## config.mk

```make
export PLATFORM = sky130hd
export DESIGN_NAME = tick_timer
export DESIGN_NICKNAME = d
export VERILOG_FILES = /design/src/rtl/tick_timer_pkg.sv /design/src/rtl/tick_timer_ctrl.sv /design/src/rtl/tick_timer_presc.sv /design/src/rtl/tick_timer_count.sv /design/src/rtl/tick_timer.sv
export SDC_FILE = /design/constraint.sdc
export NUM_CORES = 1
export LEC_CHECK = 0
export BUFFER_PORTS_ARGS = -buffer_cell sky130_fd_sc_hd__buf_2
export CORE_ASPECT_RATIO = 0.5
export CORE_MARGIN = 2
export CORE_UTILIZATION = 60
export DETAILED_ROUTE_END_ITERATION = 12
export GPL_TIMING_DRIVEN = 0
export PLACE_DENSITY = 0.8
export SETUP_SLACK_MARGIN = 0.15
export SYNTH_ARGS = -nofsm -noshare
export SYNTH_HDL_FRONTEND = slang
export SYNTH_SLANG_ARGS = --single-unit
```

## constraint.sdc

```tcl
create_clock -name clk -period 6.9 [get_ports clk]
set_clock_uncertainty 0.1 [all_clocks]
set_input_delay 0.345 -clock clk [delete_from_list [all_inputs] [get_ports clk]]
set_output_delay 0.345 -clock clk [all_outputs]
set_load 0.02 [all_outputs]
```

## src/rtl/tick_timer_pkg.sv

```systemverilog
package tick_timer_pkg;

    localparam int ADDR_W     = 6;
    localparam int DATA_W     = 32;
    localparam int HALF_W     = 16;
    localparam int PER_DIV_W  = 12;
    localparam int OSC_DIV_W  = 4;
    localparam int SRC_W      = 3;
    localparam int IDX_W      = 4;

    localparam logic [SRC_W-1:0] SRC_PERIPH = 3'd1;
    localparam logic [SRC_W-1:0] SRC_OSC    = 3'd5;

    localparam int B_EN     = 0;
    localparam int B_SRC_LO = 6;
    localparam int B_FREE   = 9;
    localparam int B_OSCEN  = 10;
    localparam int B_SWRST  = 15;

    localparam int W_CTRL      = 0;
    localparam int W_PRESC     = 1;
    localparam int W_STORE_LO  = 2;
    localparam int NUM_STORE   = 7;
    localparam int W_COUNT     = 9;

    typedef struct packed {
        logic             en;
        logic [SRC_W-1:0] src;
        logic             free_run;
        logic             osc_en;
    } ctrl_t;

endpackage

```

## src/rtl/tick_timer_ctrl.sv

```systemverilog
module tick_timer_ctrl
    import tick_timer_pkg::*;
#(
    parameter int RST_CYC = 4
) (
    input  logic              clk,
    input  logic              rst_n,
    input  logic              wr_i,
    input  logic [HALF_W-1:0] wdata_i,
    output ctrl_t             ctrl_o,
    output logic              busy_o,
    output logic              done_o
);

    localparam int RC_W = (RST_CYC > 2) ? $clog2(RST_CYC) : 1;

    typedef struct packed {
        ctrl_t           ctrl;
        logic            busy;
        logic [RC_W-1:0] rcnt;
    } st_t;

    st_t st_d, st_q;
    logic done_d;

    always_comb begin
        st_d   = st_q;
        done_d = 1'b0;
        if (st_q.busy) begin
            if (st_q.rcnt == '0) begin
                st_d.busy = 1'b0;
                st_d.ctrl = '0;
                done_d    = 1'b1;
            end else begin
                st_d.rcnt = st_q.rcnt - 1'b1;
            end
        end else if (wr_i) begin
            if (wdata_i[B_SWRST]) begin
                st_d.busy = 1'b1;
                st_d.rcnt = RC_W'(RST_CYC - 1);
            end else begin
                st_d.ctrl.en       = wdata_i[B_EN];
                st_d.ctrl.src      = wdata_i[B_SRC_LO +: SRC_W];
                st_d.ctrl.free_run = wdata_i[B_FREE];
                st_d.ctrl.osc_en   = wdata_i[B_OSCEN];
            end
        end
    end

    always_ff @(posedge clk or negedge rst_n) begin
        if (!rst_n) st_q <= '0;
        else        st_q <= st_d;
    end

    assign ctrl_o = st_q.ctrl;
    assign busy_o = st_q.busy;
    assign done_o = done_d;

    // control fields frozen while the soft reset is still running
    a_r9_ctrl_frozen: assert property (@(posedge clk) disable iff (!rst_n)
        (st_q.busy && !done_d) |=> $stable(st_q.ctrl));

    // completion leaves every control field at zero
    a_r9_ctrl_cleared: assert property (@(posedge clk) disable iff (!rst_n)
        $fell(st_q.busy) |-> (st_q.ctrl == '0));

endmodule

```

## src/rtl/tick_timer_presc.sv

```systemverilog
module tick_timer_presc
    import tick_timer_pkg::*;
#(
    parameter int PER_W = PER_DIV_W,
    parameter int OSC_W = OSC_DIV_W
) (
    input  logic             clk,
    input  logic             rst_n,
    input  logic             run_i,
    input  logic             clr_i,
    input  logic [SRC_W-1:0] src_i,
    input  logic             osc_en_i,
    input  logic             per_tick_i,
    input  logic             osc_tick_i,
    input  logic [PER_W-1:0] per_div_i,
    input  logic [OSC_W-1:0] osc_div_i,
    output logic             adv_o
);

    localparam int PC_W = (PER_W > OSC_W) ? PER_W : OSC_W;

    typedef struct packed {
        logic [PC_W-1:0] pcnt;
    } st_t;

    st_t st_d, st_q;
    logic            tick_sel;
    logic [PC_W-1:0] div_sel;
    logic            adv_d;

    always_comb begin
        tick_sel = 1'b0;
        div_sel  = '0;
        if (src_i == SRC_PERIPH) begin
            tick_sel = per_tick_i;
            div_sel  = PC_W'(per_div_i);
        end else if (src_i == SRC_OSC && osc_en_i) begin
            tick_sel = osc_tick_i;
            div_sel  = PC_W'(osc_div_i);
        end
    end

    always_comb begin
        st_d  = st_q;
        adv_d = 1'b0;
        if (clr_i || !run_i) begin
            st_d.pcnt = '0;
        end else if (tick_sel) begin
            if (st_q.pcnt >= div_sel) begin
                st_d.pcnt = '0;
                adv_d     = 1'b1;
            end else begin
                st_d.pcnt = st_q.pcnt + 1'b1;
            end
        end
    end

    always_ff @(posedge clk or negedge rst_n) begin
        if (!rst_n) st_q <= '0;
        else        st_q <= st_d;
    end

    assign adv_o = adv_d;

    // no advance while stopped
    a_r7_stopped_quiet: assert property (@(posedge clk) disable iff (!rst_n)
        !run_i |-> !adv_o);

    // an advance needs a tick of the selected, enabled source
    a_r4_source_gate: assert property (@(posedge clk) disable iff (!rst_n)
        adv_o |-> ((src_i == SRC_PERIPH && per_tick_i) ||
                   (src_i == SRC_OSC && osc_en_i && osc_tick_i)));

    // a prescaler write leaves the division count at zero
    a_r8_clear_count: assert property (@(posedge clk) disable iff (!rst_n)
        clr_i |=> (st_q.pcnt == '0));

endmodule

```

## src/rtl/tick_timer_count.sv

```systemverilog
module tick_timer_count #(
    parameter int CNT_W = 32
) (
    input  logic             clk,
    input  logic             rst_n,
    input  logic             adv_i,
    input  logic             clr_i,
    output logic [CNT_W-1:0] cnt_o
);

    typedef struct packed {
        logic [CNT_W-1:0] cnt;
    } st_t;

    st_t st_d, st_q;

    always_comb begin
        st_d = st_q;
        if (clr_i)      st_d.cnt = '0;
        else if (adv_i) st_d.cnt = st_q.cnt + 1'b1;
    end

    always_ff @(posedge clk or negedge rst_n) begin
        if (!rst_n) st_q <= '0;
        else        st_q <= st_d;
    end

    assign cnt_o = st_q.cnt;

    // without an advance the count holds
    a_r7_hold: assert property (@(posedge clk) disable iff (!rst_n)
        (!adv_i && !clr_i) |=> $stable(st_q.cnt));

    // one advance adds exactly one, wrapping modulo 2**CNT_W
    a_r6_step_wrap: assert property (@(posedge clk) disable iff (!rst_n)
        (adv_i && !clr_i) |=> (st_q.cnt == CNT_W'($past(st_q.cnt) + 1'b1)));

endmodule

```

## src/rtl/tick_timer.sv

```systemverilog
module tick_timer
    import tick_timer_pkg::*;
#(
    parameter int CNT_W   = 32,
    parameter int RST_CYC = 4
) (
    input  logic              clk,
    input  logic              rst_n,
    input  logic              bus_sel,
    input  logic              bus_wr,
    input  logic [ADDR_W-1:0] bus_addr,
    input  logic [DATA_W-1:0] bus_wdata,
    output logic [DATA_W-1:0] bus_rdata,
    input  logic              per_tick,
    input  logic              osc_tick
);

    typedef struct packed {
        logic [HALF_W-1:0]                presc;
        logic [NUM_STORE-1:0][DATA_W-1:0] store;
    } st_t;

    st_t st_d, st_q;

    logic [IDX_W-1:0] word_idx;
    logic             aligned, mapped;
    logic             wr_hit, rd_hit;
    logic             ctrl_wr, presc_wr;
    ctrl_t            ctrl;
    logic             busy, done;
    logic             adv;
    logic [CNT_W-1:0] cnt;
    logic [DATA_W-1:0] ctrl_rd, cnt_rd;

    assign word_idx = bus_addr[ADDR_W-1:2];
    assign aligned  = (bus_addr[1:0] == 2'b00);
    assign mapped   = aligned && (word_idx <= IDX_W'(W_COUNT));
    assign wr_hit   = bus_sel && bus_wr && mapped;
    assign rd_hit   = bus_sel && !bus_wr && mapped;
    assign ctrl_wr  = wr_hit && (word_idx == IDX_W'(W_CTRL));
    assign presc_wr = wr_hit && (word_idx == IDX_W'(W_PRESC));

    always_comb begin
        st_d = st_q;
        if (presc_wr) st_d.presc = bus_wdata[HALF_W-1:0];
        for (int g = 0; g < NUM_STORE; g++) begin
            if (wr_hit && word_idx == IDX_W'(g + W_STORE_LO)) st_d.store[g] = bus_wdata;
        end
    end

    always_ff @(posedge clk or negedge rst_n) begin
        if (!rst_n) st_q <= '0;
        else        st_q <= st_d;
    end

    tick_timer_ctrl #(
        .RST_CYC (RST_CYC)
    ) u_ctrl (
        .clk     (clk),
        .rst_n   (rst_n),
        .wr_i    (ctrl_wr),
        .wdata_i (bus_wdata[HALF_W-1:0]),
        .ctrl_o  (ctrl),
        .busy_o  (busy),
        .done_o  (done)
    );

    tick_timer_presc #(
        .PER_W (PER_DIV_W),
        .OSC_W (OSC_DIV_W)
    ) u_presc (
        .clk        (clk),
        .rst_n      (rst_n),
        .run_i      (ctrl.en && !busy),
        .clr_i      (presc_wr || done),
        .src_i      (ctrl.src),
        .osc_en_i   (ctrl.osc_en),
        .per_tick_i (per_tick),
        .osc_tick_i (osc_tick),
        .per_div_i  (st_q.presc[PER_DIV_W-1:0]),
        .osc_div_i  (st_q.presc[PER_DIV_W +: OSC_DIV_W]),
        .adv_o      (adv)
    );

    tick_timer_count #(
        .CNT_W (CNT_W)
    ) u_count (
        .clk   (clk),
        .rst_n (rst_n),
        .adv_i (adv),
        .clr_i (done),
        .cnt_o (cnt)
    );

    always_comb begin
        ctrl_rd = '0;
        ctrl_rd[B_EN]                = ctrl.en;
        ctrl_rd[B_SRC_LO +: SRC_W]   = ctrl.src;
        ctrl_rd[B_FREE]              = ctrl.free_run;
        ctrl_rd[B_OSCEN]             = ctrl.osc_en;
        ctrl_rd[B_SWRST]             = busy;
        cnt_rd = '0;
        cnt_rd[CNT_W-1:0]            = cnt;
    end

    always_comb begin
        bus_rdata = '0;
        if (rd_hit) begin
            if (word_idx == IDX_W'(W_CTRL))  bus_rdata = ctrl_rd;
            if (word_idx == IDX_W'(W_PRESC)) bus_rdata = DATA_W'(st_q.presc);
            if (word_idx == IDX_W'(W_COUNT)) bus_rdata = cnt_rd;
            for (int g = 0; g < NUM_STORE; g++) begin
                if (word_idx == IDX_W'(g + W_STORE_LO)) bus_rdata = st_q.store[g];
            end
        end
    end

    // unmapped or misaligned reads return zero
    a_r10_unmapped_zero: assert property (@(posedge clk) disable iff (!rst_n)
        (bus_sel && !bus_wr && !mapped) |-> (bus_rdata == '0));

    // no count advance during the soft-reset window
    a_r9_no_count_busy: assert property (@(posedge clk) disable iff (!rst_n)
        busy |-> !adv);

    // count is zero once the soft reset completes
    a_r9_count_cleared: assert property (@(posedge clk) disable iff (!rst_n)
        $fell(busy) |-> (cnt == '0));

endmodule

```

Word-level counts from Yosys, hierarchy flattened:

Index checks and enable logic that the tools add are counted.

* equal/unequal tests: 14
* reduce and logical (&&, ||, !) cells: 30
* add/sub/neg operators: 3
* $lt $le $gt $ge: 2
* multiplexer cells: 31

Operators by type and width (number)
* $mux 32: 12
* $mux 12: 4
* $add 32x1->32 const B: 1
* $mux 9: 2
* $eq 4x3->1 const B: 4
* $logic_and 1x1->1: 16
* $mux 16: 1
* $add 12x1->12 const B: 1
* $ge 12x12->1: 1
* $eq 4x2->1 const B: 2
* $eq 4x4->1 const B: 2
* $reduce_bool 2->1: 4
* $mux 1: 7
* $mux 7: 1
* $mux 6: 1
* $reduce_and 3->1: 2
* $eq 4x1->1 const B: 1
* $le 4x4->1 const B: 1
* $logic_not 2->1: 2
* $logic_not 4->1: 1
* $mux 4: 1
* $ne 2x2->1 const B: 2
* $eq 3x1->1 const B: 1
* $eq 3x3->1 const B: 1
* other kinds (6): 9

* bits of input ports: 44
* word-level logic and storage cells: 96
* register bits: 293
* output and inout bits: 32

Longest topological paths before layout:

* depth after elaboration: 12
* mapped depth: 12

Hierarchy:

From an unflattened synthesis, not the netlist that was laid out.

* cell total of the unflattened synthesis: 1334
* area total of the unflattened synthesis: 15054.4 um^2

Modules (own cells, without submodules)
* tick_timer: cells an instance 960, seq. area each 6005.8 um^2, area each 11722.5 um^2, times used 1
* tick_timer_count: cells an instance 183, seq. area each 800.8 um^2, area each 1714.1 um^2, times used 1
* tick_timer_presc: cells an instance 142, seq. area each 300.3 um^2, area each 1114.8 um^2, times used 1
* tick_timer_ctrl: cells an instance 49, seq. area each 225.2 um^2, area each 503.0 um^2, times used 1

Worst setup path after synthesis:

No wires, ideal clock.

* path kind: flip-flop to flip-flop
* from: register u_ctrl.st_q, in the netlist u_ctrl.ctrl_o[4]
* to: register u_count.st_q, in the netlist u_count.cnt_o[28]
* buffers on the path: 1
* arrival time: 2807 ps
* path slack: 3915 ps
* library setup time: 78 ps
* cell stages (with the launch flop): 10
* required time: 6722 ps
* cells stage by stage: dfrtp_1 -> clkbuf_1 -> nor2_1 -> nand2_1 -> ha_1 -> nand4_1 -> o31ai_2 -> o2111ai_1 -> or4_1 -> a21oi_1

* longest elaborated chain between the ends: 9
* elaborated cells between the ends (all ways): 12
* classes of those cells: order compare (1); eq/ne (2); mux (7); reduce/logical (2)

Ends and longest elaborated chain
* from (decl): RTL line tick_timer_ctrl.sv:23 `st_t st_d, st_q;`
* from (signal assigned): RTL line tick_timer_ctrl.sv:52 `else st_q <= st_d;`
* $eq 3x3->1: RTL line tick_timer_presc.sv:37 `end else if (src_i == SRC_OSC && osc_en_i) begin`
* $logic_and 1x1->1: RTL line tick_timer_presc.sv:37
* $mux 4: RTL line tick_timer_presc.sv:37
* $mux 12: RTL line tick_timer_presc.sv:34 `if (src_i == SRC_PERIPH) begin`
* $ge 12x12->1: RTL line tick_timer_presc.sv:49 `if (st_q.pcnt >= div_sel) begin`
* $mux 1: RTL line tick_timer_presc.sv:49
* $mux 1 (*): RTL line tick_timer_presc.sv:48 `end else if (tick_sel) begin`
* $mux 1 (*): RTL line tick_timer_presc.sv:46 `if (clr_i || !run_i) begin`
* $reduce_bool 2->1 (no source line) (*)
* to (signal assigned): RTL line tick_timer_count.sv:25 `else st_q <= st_d;`
* to (decl): RTL line tick_timer_count.sv:15 `st_t st_d, st_q;`

Mark *: on every way between the ends. The rest lies on a longest branch, timed or not.
A chain may end at the register's enable or synchronous reset.

Worst setup path after layout:

* from: input bus_addr[2]
* to: output bus_rdata[20]

* longest elaborated chain between the ends: 10
* elaborated cells between the ends (all ways): 20
* classes of those cells: order compare (1); eq/ne (8); mux (9); reduce/logical (2)

Ends and longest elaborated chain
* from (decl): RTL line tick_timer.sv:11 `input logic [ADDR_W-1:0] bus_addr,`
* $eq 4x4->1: RTL line tick_timer.sv:111 `if (word_idx == IDX_W'(W_COUNT)) bus_rdata = cnt_rd;`
* $mux 32: RTL line tick_timer.sv:111
* $mux 32 (7 in a row): RTL line tick_timer.sv:113 `if (word_idx == IDX_W'(g + W_STORE_LO)) bus_rdata = st_q.store[g];`
* $mux 32 (*): RTL line tick_timer.sv:108 `if (rd_hit) begin`
* to (decl): RTL line tick_timer.sv:13 `output logic [DATA_W-1:0] bus_rdata,`

Marked as above.

==> metrics.log <==
INFO  metric synthToLayoutAreaGrowth = 12.68%
INFO  metric timing.critical_path.cells = buf_2 > buf_2 > nand2_1 > nor3_1 > buf_2 > a222oi_1 > o211ai_1 > o21ai_0 > a21oi_1 > buf_2
INFO  metric cp-startpoint = bus_addr[2]
INFO  metric layout_filler_cell_count = ~1.6k
INFO  metric dieArea = about 25000 sq um
INFO  metric power.share.combinational = between 6 and 7%
INFO  metric path_common_cell = sky130_fd_sc_hd__buf_2
INFO  metric clock_sinks = 293
INFO  metric grt_start_max_net_pins = 130
INFO  metric placer_congestion = roughly 0.98
INFO  metric detail_route.wirelength.met1 = approximately 16 mm
INFO  metric num_io_pins = 76
INFO  metric worst-slew-pin-transition = between 1000 and 1500 ps
INFO  metric total_switching_power = ~0.87 mW
INFO  metric placed_area = roughly 15000 sq um
INFO  metric fmax = about 260 MHz
INFO  metric hold_violations = 0
INFO  metric hp-class = input port to register
INFO  metric synth_enable_flop_cells = 0
INFO  metric rows = 39
INFO  metric wire_per_inst = between 20 and 25 um
INFO  metric vias = about 11k
INFO  metric layout_common_cells = sky130_fd_sc_hd__dfrtp_1 (293), sky130_fd_sc_hd__mux2_2 (238), sky130_fd_sc_hd__buf_2 (100)
INFO  metric crit_family = buffers and inverters
INFO  metric die_h = 112.0 um
INFO  metric cells_on_worst_reg2reg_path = 10
INFO  metric holdPathEnd = st_q[51]
INFO  metric first_global_vias = 10.84k
INFO  metric cts.clk_slew.worst_paths = approximately 70 ps
INFO  metric finalNetCount = 1340
INFO  metric die_w = 219.9 um
INFO  metric internal_power = ~2.9 mW
INFO  metric clock_power_share = a little over two fifths
INFO  metric detailroute.wirelength.met2 = between 15 and 20 mm
INFO  metric run_status = completed
INFO  metric fraction_of_layout_cells_with_a_size_suffix_above_1 = between 30% and 40%
INFO  metric worst_ep_arrival_time = 3420 ps
INFO  metric placedCellCount = between 1.5k and 2k
INFO  metric grt_first_pass_wirelength = ~61 mm
INFO  metric critical_path_buf_inv_count = 4
INFO  metric timing.final.max_slew_violations = 0
INFO  metric holdPathStages = 2
INFO  metric synth_nets = around 1.2k
INFO  metric postSynthCellCount = roughly 1.2k
INFO  metric grt_setup_unrepaired = no
INFO  metric final_antenna_violating_net_count = 0
INFO  metric detail_route.first_pass.iterations = 7
INFO  metric ctsLongestPathBuffers = 3
INFO  metric relative_contribution_of_sequential_cells_to_total_power = around half
INFO  metric p_per_area = 236.5 nW/um^2
INFO  metric antenna_violations_before_repair = 1
INFO  metric worstHoldStart = bus_wdata[19]
INFO  metric numPortBuffers = 73
INFO  metric clock_insertion_delay_at_the_later_pin_of_the_skew_report = between 500 and 600 ps
INFO  metric postLayoutCellArea = approximately 16000 sq um
INFO  metric top_signal_layer_used = met4
INFO  metric p_sw_share = 23.39%
INFO  metric maximum_fanout_count_along_the_critical_path = 10
INFO  metric synth.yosys.warnings = 0
INFO  metric cts-htree-levels = 1
INFO  metric critical_path.reg2reg.startpoint = u_ctrl.ctrl_o[4]
INFO  metric finalSetupViolations = 0
INFO  metric finalCritPeriodShare = between 50% and 60%
INFO  metric final_period_minus_worst_setup_slack = around 3900 ps
INFO  metric floorplan.initialDensity = ~61%
INFO  metric layout.area.seq = ~7300 sq um
INFO  metric synth.ff_latch_count = between 200 and 300
INFO  metric crit_required = ~6500 ps
INFO  metric remaining_drc_errors = 0
INFO  metric critical-path-max-stage-delay = about 960 ps
INFO  metric ctsRootBufferMaster = sky130_fd_sc_hd__clkbuf_16
INFO  metric maxCapViolCount = 0
INFO  metric met3_length = 3.485 mm
INFO  metric power.leakage = between 7 and 8 nW
INFO  metric number_of_vias_per_cell_after_detailed_routing = 6.741
INFO  metric critical_path_class = input port to primary output
INFO  metric synth-async-reset-ratio = 100.0%
INFO  metric critical_path.slowest_cell = sky130_fd_sc_hd__nor3_1
INFO  metric finalCoreUtilization = approximately 69%
INFO  metric synth_top_flop_cell = sky130_fd_sc_hd__dfrtp_1
INFO  metric dp_hpwl = approximately 27 mm
INFO  metric mostFrequentLayoutCell = sky130_fd_sc_hd__dfrtp_1
INFO  metric grt_overflow = 0
INFO  metric post_cts.resized_instances = 0
INFO  metric syn-cell-area = approximately 14000 sq um
INFO  metric timing.setup.tns = 0 ps
INFO  metric postRouteWirelength = 38.91 mm
INFO  metric synth_cell_types = 60
INFO  metric core_area = 22840 sq um
INFO  metric tritoncts.num_buffers = 26
INFO  metric setup.worst_path.start_class = input port
INFO  metric area_occupied_by_multi_input_gates = 6246 sq um
INFO  metric clock_tree_from_tritoncts = yes
INFO  metric final_cell_count_no_fill = 1609
INFO  metric timing.reg2reg.setup_slack = approximately 3000 ps
INFO  metric end_kind = primary output
INFO  metric globalRouteTotalUtil = around 32%
INFO  metric post_synth.cell_area_avg = 11.88 sq um
INFO  metric total_power = between 3 and 4 mW
INFO  metric worst_ir_drop_vdd = around 170 uV
INFO  metric slew_headroom = 16.72%
INFO  metric initialDrtViolationCount = 1516
INFO  metric ys_seq_area_share = 52.42%
INFO  metric crit-reg2reg-capture = u_count.cnt_o[30]
-- kinds of logic (layout without fill, tap and decap cells) --
logic type | count (synthesis) | in the layout | synth area share, %
other | 0 | 1 | 0
adders and majority gates | 15 | 15 | 1.342
and+or+nand+nor | 235 | 235 | 8.587
muxes | 252 | 252 | 20.18
buffers and inverters | 91 | 215 | 2.934
xor gates and xnor gates | 7 | 7 | 0.4383
AOI/OAI and AO/OA | 284 | 284 | 14.11
DFF | 293 | 293 | 52.42
-- final cells by class --
class	count	share of cell area, %
Antenna cell	1	0.01588
Buffer	73	2.175
Clock buffer	37	4.779
Clock inverter	11	1.230
Inverter	18	0.4286
Multi-Input combinational cell	793	39.63
Sequential cell	293	46.52
Tap cell	307	2.437
Timing Repair Buffer	76	2.794
-- sequential cells by signal (all words and copies together) (netlist names) --
signal         flops
st_q             240
u_ctrl.busy_o      1
u_ctrl.ctrl_o      6
u_count.cnt_o     32
u_ctrl.st_q        2
u_presc.st_q      12
-- metal layers --
layer / vias to the layer above / GRT usage [%]
li1: 4667 / -
met5: - / 0
met1: 5550 / 45.12
met2: 535 / 50.29
met3: 94 / 6.776
met4: 0 / 10.07
-- cell usage after synthesis (3+ instances only) --
cell | instances | area (sq um)
sky130_fd_sc_hd__o22ai_1 | 11 | 68.82
sky130_fd_sc_hd__nand4_1 | 10 | 62.56
sky130_fd_sc_hd__o21ai_0 | 55 | 275.3
sky130_fd_sc_hd__mux2_2 | 238 | 2680
sky130_fd_sc_hd__o2111ai_1 | 3 | 26.28
sky130_fd_sc_hd__inv_1 | 18 | 67.56
sky130_fd_sc_hd__nand3_1 | 28 | 140.1
sky130_fd_sc_hd__dfrtp_1 | 293 | 7332
sky130_fd_sc_hd__o32a_1 | 4 | 40.04
sky130_fd_sc_hd__a211oi_1 | 8 | 60.06
sky130_fd_sc_hd__or2_2 | 3 | 18.77
sky130_fd_sc_hd__o32ai_1 | 5 | 43.79
sky130_fd_sc_hd__buf_1 | 3 | 11.26
sky130_fd_sc_hd__buf_2 | 28 | 140.1
sky130_fd_sc_hd__a22oi_1 | 49 | 367.9
sky130_fd_sc_hd__a31oi_1 | 15 | 93.84
sky130_fd_sc_hd__ha_1 | 15 | 187.7
sky130_fd_sc_hd__nor2_1 | 48 | 180.2
sky130_fd_sc_hd__o31ai_1 | 5 | 37.54
sky130_fd_sc_hd__or3_1 | 22 | 137.6
sky130_fd_sc_hd__mux2i_1 | 12 | 120.1
sky130_fd_sc_hd__a221oi_1 | 13 | 113.9
sky130_fd_sc_hd__a22o_1 | 8 | 70.07
sky130_fd_sc_hd__xnor2_1 | 5 | 43.79
sky130_fd_sc_hd__and3_1 | 7 | 43.79
sky130_fd_sc_hd__buf_6 | 4 | 45.04
sky130_fd_sc_hd__o21a_1 | 4 | 30.03
sky130_fd_sc_hd__a222oi_1 | 24 | 240.2
sky130_fd_sc_hd__nor3_1 | 8 | 40.04
sky130_fd_sc_hd__nand2_1 | 70 | 262.8
sky130_fd_sc_hd__nand2b_1 | 9 | 56.30
sky130_fd_sc_hd__o21ai_1 | 6 | 30.03
sky130_fd_sc_hd__a21oi_1 | 47 | 235.2
sky130_fd_sc_hd__or4_1 | 6 | 45.04
sky130_fd_sc_hd__nor2b_1 | 8 | 50.05
sky130_fd_sc_hd__clkbuf_1 | 37 | 138.9
sky130_fd_sc_hd__o211ai_1 | 19 | 142.6
-- metrics by stage --
step	setup WS (ps)	hold slack (ps)
finish	3038	12.07
CTS	3070	5.755
detailed placement	3084	246.4
global route	2796	13.68
global placement	270.2	374.8
floorplan	3915	-50.59
-- worst register-to-register path, delay by kind of cell, from the launching register on --
family / cells / cell delay (ps)
buffers and inverters: 2 / 560
DFF: 1 / 410
and+or+nand+nor: 3 / 680
AOI/OAI and AO/OA: 4 / 1620
adders and majority gates: 1 / 310
-- repair_timing --
action	4_1_cts	5_1_grt
hold endpoints to repair	73	0
buffers inserted	0	0
setup endpoints to repair	0	0
hold buffers	1	0
-- power by group through the flow --
stage	sequential (mW)	clock [mW]	combinational (mW)
2_1_floorplan	1.86	0	0.138
3_3_place_gp	1.87	0	0.231
3_5_place_dp	1.88	0	0.246
4_1_cts	1.85	1.63	0.249
5_1_grt	1.86	1.71	0.272
6_report	1.85	1.63	0.250
-- worst max-delay path by stage --
stage | endpoint | slack, ps | depth (start not counted)
after CTS | u_count.cnt_o[30] | 3070 | 10
after global routing | u_count.cnt_o[30] | 2800 | 9
after floorplan | u_count.cnt_o[28] | 3920 | 9
after global placement | u_presc.st_q[9] | 270 | 1
final | bus_rdata[20] | 3040 | 10
after detailed placement | u_count.cnt_o[30] | 3080 | 10
No activity file was read; power rests on OpenSTA's default activity.
